$ cat src/rtl/sdac_pkg.sv
package sdac_pkg;

  // Strobes from control to datapath, all aligned to a bit clock fall
  typedef struct packed {
    logic frameStart;   // first bit of the left slot
    logic rightStart;   // first bit of the right slot
    logic shiftBit;     // advance to the next bit within a slot
  } slotStrobe_t;

endpackage

$ cat src/rtl/sdac_ctrl.sv
module sdac_ctrl
  import sdac_pkg::*;
#(
  parameter int CLK_DIV = 4,
  parameter int SLOT_W  = 24
) (
  input  logic        clk,
  input  logic        rstN,
  output logic        bitClk,
  output slotStrobe_t strb
);

  localparam int HALF       = CLK_DIV / 2;
  localparam int DIV_W      = (CLK_DIV > 2) ? $clog2(CLK_DIV) : 1;
  localparam int FRAME_BITS = 2 * SLOT_W;
  localparam int IDX_W      = $clog2(FRAME_BITS);
  localparam logic [IDX_W-1:0] LAST_IDX  = IDX_W'(FRAME_BITS - 1);
  localparam logic [IDX_W-1:0] RIGHT_IDX = IDX_W'(SLOT_W - 1);

  logic [DIV_W-1:0] divCnt;
  logic [IDX_W-1:0] bitIdx;
  logic             bitClkQ;
  logic             fallTick;
  logic             riseTick;

  assign fallTick = (divCnt == DIV_W'(CLK_DIV - 1));
  assign riseTick = (divCnt == DIV_W'(HALF - 1));

  always_ff @(posedge clk) begin
    if (!rstN) begin
      divCnt  <= '0;
      bitIdx  <= LAST_IDX;
      bitClkQ <= 1'b0;
    end else begin
      divCnt <= fallTick ? '0 : divCnt + DIV_W'(1);
      if (fallTick) begin
        bitClkQ <= 1'b0;
        bitIdx  <= (bitIdx == LAST_IDX) ? '0 : bitIdx + IDX_W'(1);
      end else if (riseTick) begin
        bitClkQ <= 1'b1;
      end
    end
  end

  always_comb begin
    strb.frameStart = fallTick && (bitIdx == LAST_IDX);
    strb.rightStart = fallTick && (bitIdx == RIGHT_IDX);
    strb.shiftBit   = fallTick && !strb.frameStart && !strb.rightStart;
  end

  assign bitClk = bitClkQ;


  strobe_exclusive_chk: assert property (@(posedge clk) disable iff (!rstN)
    $onehot0({strb.frameStart, strb.rightStart, strb.shiftBit}));


  fall_phase_chk: assert property (@(posedge clk) disable iff (!rstN)
    $fell(bitClkQ) |-> (divCnt == '0));


  ready_pulse_chk: assert property (@(posedge clk) disable iff (!rstN)
    strb.frameStart |=> !strb.frameStart);

endmodule

$ cat src/rtl/sdac_datapath.sv
module sdac_datapath
  import sdac_pkg::*;
#(
  parameter int SAMPLE_W = 16,
  parameter int PAD_W    = 8
) (
  input  logic                clk,
  input  logic                rstN,
  input  slotStrobe_t         strb,
  input  logic                bitClk,
  input  logic                pairValid,
  input  logic [SAMPLE_W-1:0] leftIn,
  input  logic [SAMPLE_W-1:0] rightIn,
  output logic                wordSel,
  output logic                serData
);

  localparam int SLOT_W = SAMPLE_W + PAD_W;
  localparam int NUM_CH = 2;

  logic [SAMPLE_W-1:0] chanIn   [NUM_CH];
  logic [SAMPLE_W-1:0] chanHold [NUM_CH];
  logic [SAMPLE_W-1:0] leftPick;
  logic [SLOT_W-1:0]   slotReg;
  logic                wordSelQ;

  assign chanIn[0] = leftIn;
  assign chanIn[1] = rightIn;

  function automatic logic [SLOT_W-1:0] padSigned(input logic [SAMPLE_W-1:0] s);
    return {{PAD_W{s[SAMPLE_W-1]}}, s};
  endfunction

  for (genvar ch = 0; ch < NUM_CH; ch++) begin : g_hold
    always_ff @(posedge clk) begin
      if (!rstN)
        chanHold[ch] <= '0;
      else if (strb.frameStart && pairValid)
        chanHold[ch] <= chanIn[ch];
    end
  end

  assign leftPick = pairValid ? leftIn : chanHold[0];

  always_ff @(posedge clk) begin
    if (!rstN) begin
      slotReg  <= '0;
      wordSelQ <= 1'b0;
    end else if (strb.frameStart) begin
      slotReg  <= padSigned(leftPick);
      wordSelQ <= 1'b1;
    end else if (strb.rightStart) begin
      slotReg  <= padSigned(chanHold[1]);
      wordSelQ <= 1'b0;
    end else if (strb.shiftBit) begin
      slotReg  <= {slotReg[SLOT_W-2:0], 1'b0};
    end
  end

  assign serData = slotReg[SLOT_W-1];
  assign wordSel = wordSelQ;


  data_edge_chk: assert property (@(posedge clk) disable iff (!rstN)
    !$stable(serData) |-> $fell(bitClk));


  ws_edge_chk: assert property (@(posedge clk) disable iff (!rstN)
    !$stable(wordSel) |-> $fell(bitClk));


  left_sign_chk: assert property (@(posedge clk) disable iff (!rstN)
    (strb.frameStart && pairValid) |=> (wordSel && serData == $past(leftIn[SAMPLE_W-1])));


  repeat_sign_chk: assert property (@(posedge clk) disable iff (!rstN)
    (strb.frameStart && !pairValid) |=> (serData == $past(chanHold[0][SAMPLE_W-1])));

endmodule

$ cat src/rtl/signext_dac_tx.sv
module signext_dac_tx
  import sdac_pkg::*;
#(
  parameter int SAMPLE_W = 16,
  parameter int PAD_W    = 8,
  parameter int CLK_DIV  = 4
) (
  input  logic                clk,
  input  logic                rstN,
  input  logic                pairValid,
  input  logic [SAMPLE_W-1:0] leftIn,
  input  logic [SAMPLE_W-1:0] rightIn,
  output logic                pairReady,
  output logic                bitClk,
  output logic                wordSel,
  output logic                serData
);

  localparam int SLOT_W = SAMPLE_W + PAD_W;

  slotStrobe_t strb;

  sdac_ctrl #(
    .CLK_DIV (CLK_DIV),
    .SLOT_W  (SLOT_W)
  ) u_ctrl (
    .clk    (clk),
    .rstN   (rstN),
    .bitClk (bitClk),
    .strb   (strb)
  );

  sdac_datapath #(
    .SAMPLE_W (SAMPLE_W),
    .PAD_W    (PAD_W)
  ) u_dp (
    .clk       (clk),
    .rstN      (rstN),
    .strb      (strb),
    .bitClk    (bitClk),
    .pairValid (pairValid),
    .leftIn    (leftIn),
    .rightIn   (rightIn),
    .wordSel   (wordSel),
    .serData   (serData)
  );

  assign pairReady = strb.frameStart;


  ready_ws_chk: assert property (@(posedge clk) disable iff (!rstN)
    pairReady |=> wordSel);

endmodule

$ cat config.mk
export PLATFORM = sky130hd
export DESIGN_NAME = signext_dac_tx
export DESIGN_NICKNAME = d
export VERILOG_FILES = /design/src/rtl/sdac_pkg.sv /design/src/rtl/sdac_ctrl.sv /design/src/rtl/sdac_datapath.sv /design/src/rtl/signext_dac_tx.sv
export SDC_FILE = /design/constraint.sdc
export NUM_CORES = 1
export LEC_CHECK = 0
export ABC_AREA = 1
export BUFFER_PORTS_ARGS = -buffer_cell sky130_fd_sc_hd__buf_2
export CAP_MARGIN = 0
export CORE_ASPECT_RATIO = 0.75
export CORE_UTILIZATION = 60
export CTS_CLUSTER_DIAMETER = 80
export DETAILED_ROUTE_END_ITERATION = 10
export GPL_TIMING_DRIVEN = 0
export PLACE_DENSITY = 0.93
export SLEW_MARGIN = 20
export SYNTH_ARGS = -nofsm -noshare
export SYNTH_HDL_FRONTEND = slang
export SYNTH_SLANG_ARGS = --single-unit
$ cat constraint.sdc
create_clock -name clk -period 11.7 [get_ports clk]
set_clock_uncertainty 0.05 [all_clocks]
set_input_delay 0 -clock clk [delete_from_list [all_inputs] [get_ports clk]]
set_output_delay 0 -clock clk [all_outputs]
set_load 0.005 [all_outputs]
Yosys cells after proc, flatten, opt, wreduce, memory -nomap -nowiden:

Memories as Yosys holds them, arrays and structs flattened.
Index checks and enable logic that the tools add are counted.

* register bits after elaboration: 34
* memory bits (writable): 32
* input bits: 35
* output and inout port bits: 4
* logic and storage cells: 38
* memories kept: 1

* add/subtract/negate cells: 2
* equal/unequal tests: 4
* mux-type cells: 13
* bitwise gates (word level): 3
* reduce and logical (&&, ||, !) cells: 10

Memories
* u_dp.chanHold: words 2, bits a word 16, rd ports 2, clocked after memory_dff 0, write ports 2, RTL line sdac_datapath.sv:22 `logic [SAMPLE_W-1:0] chanHold [NUM_CH];`

Operators by type and width (number)
* 2-to-1 mux 24 bit: 3
* 2-to-1 mux 16 bit: 3
* adder 6 x 1 -> 6 bit (second input constant): 1
* == test 6 x 5 -> 1 bit (second input constant): 1
* == test 6 bit (second input constant): 1
* 2-to-1 mux 1 bit: 6
* 2-to-1 mux 6 bit: 1
* logical AND 1 bit: 5
* nonzero test 3 bit: 1
* adder 2 x 1 -> 2 bit (second input constant): 1
* == test 2 x 1 -> 1 bit (second input constant): 1
* == test 2 bit (second input constant): 1
* zero test 1 bit: 2
* OR 1 bit: 2
* nonzero test 2 bit: 1
* OR reduction 2 bit: 1
* NOT 1 bit: 1

Longest topological paths before layout:

Gate-level depths: netlist of the first run.

* depth after elaboration: 8
* mapped depth: 9
* mapped depth without buffers: 9

Hierarchy:

From an unflattened synthesis of the first run, not the netlist that was laid out.

* cell total of the unflattened synthesis: 430
* area, all modules: 3260.6 sq um

Modules (own cells, without submodules)
* sdac_datapath: times used 1, cells each 369, area an instance 2807.7 sq um
* sdac_ctrl: times used 1, cells each 61, area an instance 452.9 sq um

Worst setup path after synthesis of the first run:

No wires, ideal clock.

* path type: reg2reg
* start: register u_ctrl.bitIdx[1]
* end: memory u_dp.chanHold[0][0], enable pin
* library setup time: 0.466 ns
* data arrival time: 3.257 ns
* setup slack: 7.927 ns
* cell stages (with the launch flop): 6
* cell sequence: dfxtp_1 > ha_1 > nand3_2 > nor2_4 > nand2_4 > o21ai_0

RTL lines
* from (decl): RTL line sdac_ctrl.sv:21 `logic [IDX_W-1:0] bitIdx;`
* from (signal assigned): RTL line sdac_ctrl.sv:38 `bitIdx <= (bitIdx == LAST_IDX) ? '0 : bitIdx + IDX_W'(1);`
* to (decl): RTL line sdac_datapath.sv:22

==> impl_metrics.csv, run 1 <==
group,metric,value,unit
cells_and_area,nets,562,
pwr,p_leak,2.04,nW
sta,worst_slack,9.59,ns
setup_path,ff2ff_path_depth,6,
floorplan,io_pins,39,
cells_and_area,final_area,4270,um2
min_path,hold_class,"in -> reg",
clock_tree,cts_root_buf,"clkbuf_8",
setup_path,cp-start-kind,"register",
placement,dpl.hpwl,5260,um
cells_and_area,drive_above_1_share,21.2,%
clock_tree,clk_latency,0.35,ns
pwr,p_per_area,126,nW/um2
min_path,min_to,"u_ctrl.bitIdx[3]",
setup_path,critical_path_class,"reg -> reg",
floorplan,rows,23,
global_routing,grtUsageMet2,58.1,%
setup_path,critPathCaptureType,"register",
global_routing,globalRouteMet3Util,7.58,%
setup_path,r2r-start,"u_ctrl.bitIdx[1]",
placement,dp.cells,556,
setup_path,crit_buf_inv,1,
flow_run,maxCapViolCount,0,
cells_and_area,mostFrequentLayoutCell,"nand2_1",
setup_path,cp_slowest_stage_delay,0.37,ns
detailed_routing,vias_per_cell,5.34,
setup_path,critical_path.top_delay_family,"simple AND/OR/NAND/NOR gates",
logic_synthesis,synthCells,443,
cells_and_area,area_growth,24.7,%
clock_tree,h-tree-depth,3,
logic_synthesis,synthDistinctLibCells,28,
sta,max_freq,473,MHz
logic_synthesis,yosysWarnings,0,
setup_path,r2r-end,"u_dp.chanHold[1][0]",
logic_synthesis,synth-seq-cells,66,
sta,worst_slew_pin_slew,0.514,ns
setup_path,slowest_stage,"o21ai_4",
clock_tree,ctsHoldBuffers,32,
detailed_routing,drtPass1Iterations,5,
setup_path,critPathMaxFanout,26,
sta,fin_crit_sh,18.1,%
logic_synthesis,avgSynthCellArea,7.73,um2
pwr,vdd_ir_drop_max,88.4,uV
sta,rsz0062_at_grt,"false",
logic_synthesis,seq_area_frac_synth,47.9,%
sta,fin_crit,2.11,ns
placement,dp_worst_setup_slack,9.65,ns
clock_tree,cts.path.max_buffers,2,
global_routing,grt_pass1_vias,3095,
min_path,hold_start,"rstN",
setup_path,rrSetupSlack,9.59,ns
detailed_routing,ant_nets,0,
placement,gp_congestion,0.893,
sta,tns,0,ns
global_routing,grt_remaining_overflow,0,
clock_tree,ctsResizeCount,0,
global_routing,grtUsageMet1,39.3,%
detailed_routing,drt_wl_total,8880,um
cells_and_area,n_antenna_cell,0,
cells_and_area,most-common-layout-cells,"nand2_1 (146), inv_1 (72), buf_2 (46), nand3_1 (34), dfxtp_1 (34)",
floorplan,core,5410,um2
floorplan,start_util,63.3,%
floorplan,die_y,67.4,um
clock_tree,clk_pin_slew,0.07,ns
placement,io_buffers,37,
setup_path,path_cells,"ha_1 > nand3_2 > nor2_4 > nand2_4 > o21ai_4 > buf_16",
floorplan,die_area,6020,um2
detailed_routing,drtIter0Drc,375,
sta,final-hold-violation-count,0,
floorplan,die_w,89.3,um
placement,place_area,3740,um2
sta,relSlewSlack,65.7,%
setup_path,crit_required,11.70,ns
setup_path,worst_ep_arrival_time,2.12,ns
cells_and_area,finish.utilization,79.0,%
logic_synthesis,synthesis.nets,481,
sta,setup-violations-final,0,
cells_and_area,fin_cells,604,
global_routing,grt_busiest_layer,"met2",
logic_synthesis,syn_area,3430,um2
status,status,"finished clean",
clock_tree,clock_sinks,66,
cells_and_area,n_fill_cell,350,
clock_tree,cts-buffers-inserted,9,
min_path,min_path_cells,3,
global_routing,antenna_found_initial,0,
global_routing,groute.usage.overall,33.3,%
global_routing,grt_pass1_wl,14500,um
detailed_routing,wire_per_inst,14.7,um
clock_tree,postCtsSetupBuffers,0,
global_routing,grt_max_degree,27,
detailed_routing,drc,0,
sta,slew_viol_final,0,
clock_tree,cts_tree,"done",
detailed_routing,vias,3225,
## routing by layer
layer / vias to the layer above / routed length [um]
li1: 1525 / -
met1: 1497 / 3510
met2: 169 / 4360
met3: 34 / 709
met4: 0 / 292
met5: - / 0
## report_power, final
| part | total [W] | internal [W] | switching (W) |
|---|---|---|---|
| Combinational | 0.0000755 | 0.0000298 | 0.0000456 |
| Sequential | 0.000259 | 0.000253 | 0.00000566 |
| Clock | 0.000206 | 0.000118 | 0.0000873 |
## synth_stat cells (all sizes together)
master  instances  area, um2
clkbuf          4       15.0
nand3          38        218
and3            1       6.26
nand4           1       6.26
ha              3       37.5
o21ai           6       30.0
a21oi          27        135
nand3b         13       97.6
inv            73        274
or2             1       6.26
buf            16        113
nor2           42        258
clkinv          2       8.75
o21bai          1       7.51
nand2         149        572
edfxtp         32        961
dfxtp          34        681
## registers in the layout, indices dropped and copies added, names as in the netlist
signal,count
u_ctrl.bitClk,1
u_ctrl.bitIdx,6
u_ctrl.divCnt,2
u_dp.chanHold,32
u_dp.slotReg,24
u_dp.wordSel,1
## worst min-delay path, delay by kind of cell
kind          cells  cell delay [ns]
buf+inv           2             0.34
simple gates      1             0.09
## per-stage QoR
step | hold slack [ns] | total power [W]
after floorplan | 0.158 | 0.000306
after global placement | 0.249 | 0.000322
after detailed placement | 0.251 | 0.000327
after CTS | 0.0330 | 0.000539
after global routing | 0.0521 | 0.000558
final | 0.0591 | 0.000540
## worst max-delay path by stage
stage / startpoint / end / depth (start not counted)
finish: u_ctrl.bitIdx[1] / u_dp.chanHold[1][0] / 6
global route: u_ctrl.bitIdx[0] / u_dp.chanHold[0][6] / 6
CTS: u_ctrl.bitIdx[1] / u_dp.chanHold[0][3] / 6
detailed placement: u_ctrl.bitIdx[1] / u_dp.chanHold[1][2] / 6
global placement: u_ctrl.bitIdx[1] / u_dp.chanHold[1][2] / 5
floorplan: u_ctrl.bitIdx[1] / u_dp.chanHold[0][0] / 5
## cell families after synthesis
kind of cell	after synthesis	share of synthesized area (%)
compound gates	34	5.04
fa+ha+maj	3	1.10
buf+inv	95	12.0
flops	66	47.9
simple gates	245	34.0
## area by class of cell
| cell class | instances | area [um2] | share of cell area (%) |
|---|---|---|---|
| sequential | 66 | 1640 | 38.4 |
| multi-input combinational | 282 | 1390 | 32.4 |
| timing repair buffer | 70 | 533 | 12.5 |
| inverter | 75 | 283 | 6.62 |
| clock buffer | 10 | 128 | 2.99 |
| buffer | 20 | 128 | 2.99 |
| tap | 75 | 93.8 | 2.20 |
| clock inverter | 6 | 81.3 | 1.90 |
(Power assumes the default switching activity.)
==> inputs of run 2 (changes only) <==
- CORE_UTILIZATION: 60 -> 53
- PLACE_DENSITY: 0.93 -> 0.87
- clock period: 11.7 -> 1.75 ns (I/O delays scaled with it)
==> run 2 against run 1 <==
Net effect:
- hold slack gained 0.034 ns
- cell area grew 4.9%
- largest cell class unchanged
- critical path type unchanged
- final cell count grew 2.6%
- sequential power grew to 6.7 times the previous value
- routed wire length grew 8.0%
==> impl_metrics.csv, run 2 (synthesis gave the netlist of run 1 again) <==
group,metric,value,unit
floorplan,die_w,94.8,um
setup_path,cp-start-kind,"register",
pwr,switching_share,25.9,%
setup_path,critPathMaxFanout,10,
pwr,p_sw,0.000967,W
sta,worst_slew_pin_slew,0.560,ns
detailed_routing,drtIter0Drc,405,
cells_and_area,mostFrequentLayoutCell,"nand2_1",
cells_and_area,register_area,1650,um2
min_path,hold_class,"in -> reg",
clock_tree,cts_root_buf,"clkbuf_8",
cells_and_area,largest_register,"u_dp.chanHold",
pwr,combPwrFrac,15.6,%
pwr,p_leak,2.12,nW
global_routing,grt_pass1_vias,3133,
setup_path,ff2ff_path_depth,8,
sta,rsz0062_at_grt,"true",
pwr,p_per_area,834,nW/um2
cells_and_area,most-common-layout-cells,"nand2_1 (146), inv_1 (72), buf_2 (44), nand3_1 (34)",
clock_tree,clock_sinks,66,
floorplan,core,6010,um2
status,status,"finished clean",
placement,io_buffers,37,
clock_tree,cts_tree,"done",
min_path,min_path_cells,3,
cells_and_area,multi_input_area,1450,um2
setup_path,rrSetupSlack,0.04,ns
floorplan,die_y,71.6,um
setup_path,critical_path_class,"reg -> reg",
global_routing,grt_max_degree,17,
pwr,clkPwrFrac,37.9,%
clock_tree,clk_pin_slew,0.07,ns
cells_and_area,n_antenna_cell,0,
floorplan,io_pins,39,
setup_path,worst_ep_arrival_time,1.87,ns
sta,fin_crit_sh,98.0,%
cells_and_area,largest_register_ffs,32,
global_routing,groute.usage.overall,28.7,%
min_path,min_to,"u_ctrl.bitIdx[3]",
sta,timing.hold.ws,0.0933,ns
sta,setup-violations-final,0,
global_routing,antenna_found_initial,0,
setup_path,r2r-start,"u_ctrl.bitIdx[0]",
cells_and_area,area_growth,30.8,%
placement,dpl.hpwl,5160,um
detailed_routing,vias_per_cell,5.38,
global_routing,grt_pass1_wl,14500,um
setup_path,critPathCaptureType,"register",
floorplan,die_area,6790,um2
detailed_routing,ant_nets,0,
setup_path,crit_required,1.90,ns
sta,final-hold-violation-count,0,
detailed_routing,vias,3336,
setup_path,r2r-end,"u_dp.chanHold[1][7]",
setup_path,critPathLaunch,"u_ctrl.bitIdx[0]",
cells_and_area,drive_above_1_share,24.9,%
sta,max_freq,583,MHz
clock_tree,h-tree-depth,3,
floorplan,start_util,57.0,%
sta,fin_crit,1.71,ns
floorplan,rows,24,
min_path,hold_start,"rstN",
pwr,vdd_ir_drop_max,664,uV
clock_tree,cts.path.max_buffers,2,
sta,slew_viol_final,0,
cells_and_area,finish.utilization,74.6,%
cells_and_area,nets,575,
cells_and_area,reg_top3,"u_dp.chanHold: 32 flops, u_dp.slotReg: 24 flops, u_ctrl.bitIdx: 6 flops",
global_routing,grt_remaining_overflow,0,
sta,relSlewSlack,62.7,%
flow_run,maxCapViolCount,0,
detailed_routing,wire_per_inst,15.5,um
detailed_routing,drtPass1Iterations,5,
detailed_routing,drc,0,
clock_tree,clk_latency,0.35,ns
detailed_routing,drt_wl_total,9590,um
clock_tree,cts-buffers-inserted,9,
cells_and_area,n_fill_cell,395,
pwr,seqPwrFrac,46.6,%
placement,gp_congestion,0.896,
pwr,p_int,0.00277,W
==> run 2: final cells by class <==
class                           count  share of cell area [%]
Clock inverter                      6                    1.79
Buffer                             20                    3.29
Tap cell                           78                    2.18
Sequential cell                    66                    36.8
Inverter                           75                    6.34
Clock buffer                       10                    3.07
Timing Repair Buffer               82                    14.2
Multi-Input combinational cell    283                    32.3
==> run 2: critical path: stages, from the launching register on <==
cell and delay (ns):
dfxtp_2 0.37, ha_4 0.17, nand3_4 0.09, nor2_4 0.17, nand2_4 0.13, inv_4 0.10
nand3_4 0.16, buf_6 0.21, nor2_2 0.11
==> run 2: what timing repair did <==
| item | CTS | global route |
|---|---|---|
| endpoints found under the hold margin | 32 | 0 |
| setup endpoints to repair | 78 | 21 |
| cloned | 1 | 1 |
| setup buffers | 6 | 6 |
| pin swaps | 3 | 3 |
| gates resized for setup | 2 | 19 |
| hold buffers | 32 | 0 |
==> run 2: per-stage QoR <==
stage	worst slack [ns]	power (W)	TNS, ns	cells	cell area, um2
floorplan	-0.225	0.00206	-7.21	443	3460
global placement	-0.575	0.00217	-18.38	558	3740
detailed placement	-0.642	0.00219	-21.83	558	3740
CTS	0.0132	0.00367	0	613	4360
global route	-0.0360	0.00385	-0.237	620	4480
finish	0.0354	0.00374	0	620	4480
==> run 2: worst max path at each step <==
stage	end	slack [ns]	depth (start not counted)
final	u_dp.chanHold[1][7]	0.04	8
after global routing	u_dp.chanHold[1][7]	-0.04	8
after CTS	u_dp.slotReg[9]	0.01	7
after detailed placement	u_dp.chanHold[1][4]	-0.64	5
after global placement	u_dp.chanHold[1][3]	-0.58	5
after floorplan	u_dp.chanHold[0][0]	-0.23	5
==> run 2: power groups by stage <==
stage	clock network (W)	registers, W	logic (W)
2_1_floorplan	0	0.00176	0.000302
3_3_place_gp	0	0.00176	0.000406
3_5_place_dp	0	0.00177	0.000423
4_1_cts	0.00142	0.00173	0.000521
5_1_grt	0.00148	0.00175	0.000627
6_report	0.00142	0.00174	0.000582
==> run 2: layer usage <==
metal  GRT usage, %  share of wire, %
met5              0                 0
met2           46.9                47
met3           7.11               9.7
met1           34.8                39
met4           16.2               4.5
==> inputs of run 3 (changes only) <==
- BUFFER_PORTS_ARGS: -buffer_cell sky130_fd_sc_hd__buf_2 -> -buffer_cell sky130_fd_sc_hd__buf_4
==> run 3 against run 2 <==
Net effect:
- combinational power barely moved
- sequential cell count stayed put
- largest power group unchanged
- non-clock buffer count is 6 lower
- global-route usage about the same
- critical path type unchanged
- setup slack gained 0.060 ns
- core utilization shrank 0.71 points
==> impl_metrics.csv, run 3 (synthesis gave the netlist of run 1 again) <==
group,metric,value,unit
sta,slew_viol_final,0,
clock_tree,cts_tree,"done",
floorplan,start_util,57.0,%
floorplan,die_y,71.6,um
cells_and_area,mostFrequentLayoutCell,"nand2_1",
min_path,min_path_cells,3,
cells_and_area,largest_register,"u_dp.chanHold",
clock_tree,clk_latency,0.35,ns
floorplan,die_area,6790,um2
clock_tree,clk_pin_slew,0.07,ns
setup_path,path_depth,7,
floorplan,io_pins,39,
setup_path,slowest_stage,"dfxtp_2",
sta,tns,0,ns
setup_path,rrSetupSlack,0.1,ns
pwr,vdd_ir_drop_max,470,uV
placement,io_buffers,37,
global_routing,grt_remaining_overflow,0,
sta,worst_slew_pin_slew,0.534,ns
floorplan,core,6010,um2
detailed_routing,drc,0,
setup_path,worst_ep_arrival_time,1.81,ns
global_routing,grt_pass1_vias,3082,
setup_path,crit_required,1.91,ns
setup_path,critPathCaptureType,"register",
cells_and_area,final_area,4440,um2
global_routing,antenna_found_initial,0,
sta,fin_crit,1.65,ns
cells_and_area,area_growth,29.6,%
detailed_routing,drtPass1Iterations,5,
floorplan,die_w,94.8,um
status,status,"finished clean",
setup_path,cp-start-kind,"register",
setup_path,crit_buf_inv,1,
setup_path,critical_path_class,"reg -> reg",
cells_and_area,reg_top3,"u_dp.chanHold: 32 flops, u_dp.slotReg: 24 flops, u_ctrl.bitIdx: 6 flops",
cells_and_area,largest_register_ffs,32,
min_path,hold_class,"in -> reg",
sta,max_freq,604,MHz
sta,fin_crit_sh,94.6,%
cells_and_area,drive_above_1_share,23.1,%
detailed_routing,ant_nets,0,
placement,gp_congestion,0.897,
setup_path,path_cells,"ha_4 > nand2_1 > nor2_4 > buf_2 > nand3b_1 > nand3_1 > a21oi_1",
cells_and_area,n_antenna_cell,0,
setup_path,critical_path.top_delay_family,"simple AND/OR/NAND/NOR gates",
sta,worst_slack,0.0953,ns
sta,final-hold-violation-count,0,
setup_path,ff2ff_path_depth,7,
placement,dp_worst_setup_slack,-0.585,ns
cells_and_area,finish.utilization,73.9,%
setup_path,cp_slowest_stage_delay,0.37,ns
setup_path,critPathMaxFanout,10,
clock_tree,cts_root_buf,"clkbuf_8",
sta,relSlewSlack,64.4,%
floorplan,rows,24,
global_routing,groute.usage.overall,28.7,%
sta,rsz0062_at_grt,"false",
placement,place_area,3830,um2
detailed_routing,vias,3203,
clock_tree,h-tree-depth,3,
sta,setup-violations-final,0,
global_routing,grt_max_degree,17,
detailed_routing,vias_per_cell,5.22,
clock_tree,cts-buffers-inserted,9,
pwr,p_per_area,763,nW/um2
placement,dpl.hpwl,5290,um
clock_tree,clock_sinks,66,
clock_tree,cts.path.max_buffers,2,
detailed_routing,drtIter0Drc,322,
global_routing,grt_pass1_wl,14300,um
detailed_routing,drt_wl_total,8870,um
cells_and_area,nets,569,
pwr,p_leak,2.09,nW
cells_and_area,most-common-layout-cells,"nand2_1 (146), inv_1 (72), buf_4 (42), nand3_1 (34)",
pwr,p_total,0.00339,W
flow_run,maxCapViolCount,0,
detailed_routing,wire_per_inst,14.4,um
==> run 3: cell count changes in the layout (fill, tap and decap cells not counted), moves of 2 or more <==
| cell | before | now |
|---|---|---|
| buf_2 | 44 | 8 |
| bufinv_16 | 2 | 0 |
| clkinv_2 | 1 | 4 |
| buf_4 | 11 | 42 |
| clkbuf_1 | 3 | 6 |
==> run 3: worst register-to-register path: stages (launching register included) <==
cell and delay [ns]:
dfxtp_2 0.37, ha_4 0.17, nand2_1 0.09, nor2_4 0.23, buf_2 0.26, nand3b_1 0.15
nand3_1 0.13, a21oi_1 0.08
==> run 3: worst paths after layout <==
kind / from / to
worst min-delay path: rstN / u_dp.chanHold[1][15]
worst max register to register: u_ctrl.bitIdx[1] / u_dp.slotReg[14]
worst max-delay path: u_ctrl.bitIdx[1] / u_dp.slotReg[14]
worst min register to register: u_ctrl.divCnt[0] / u_ctrl.divCnt[0]
==> run 3: what timing repair did <==
item / CTS / global route
cloned: 1 / 0
pin swaps: 4 / 1
hold buffers: 32 / 0
endpoints found under the hold margin: 32 / 0
setup endpoints to repair: 81 / 19
setup buffers: 7 / 0
resized for setup: 2 / 7
==> run 3: final cells by class <==
cell class	instances	area, um2
plain buffers	20	131
clock buffers	12	135
clock inverters	4	18.8
fillers	425	1570
inverters	75	283
multi-input cells	283	1440
flip-flops and latches	66	1650
well taps	78	97.6
repair buffers	76	688
==> run 3: routing by layer <==
layer	part of all wire [%]	track usage [%]	wire, um	up-vias
met1	40	34.9	3540	1457
met3	7.5	8.39	669	38
met4	3.4	12.0	304	0
met2	49	47.7	4350	160
met5	0	0	0	-
li1	-	-	-	1548
==> run 3: where the power goes <==
group,switching (W),internal (W)
Clock,0.000567,0.000503
Sequential,0.0000444,0.00169
Combinational,0.000318,0.000261
Total,0.000930,0.00246
==> run 3: stage by stage <==
stage	hold slack (ns)	cells
2_1_floorplan	0.158	443
3_3_place_gp	0.248	558
3_5_place_dp	0.254	558
4_1_cts	0.0446	614
5_1_grt	0.0690	614
6_report	0.0668	614
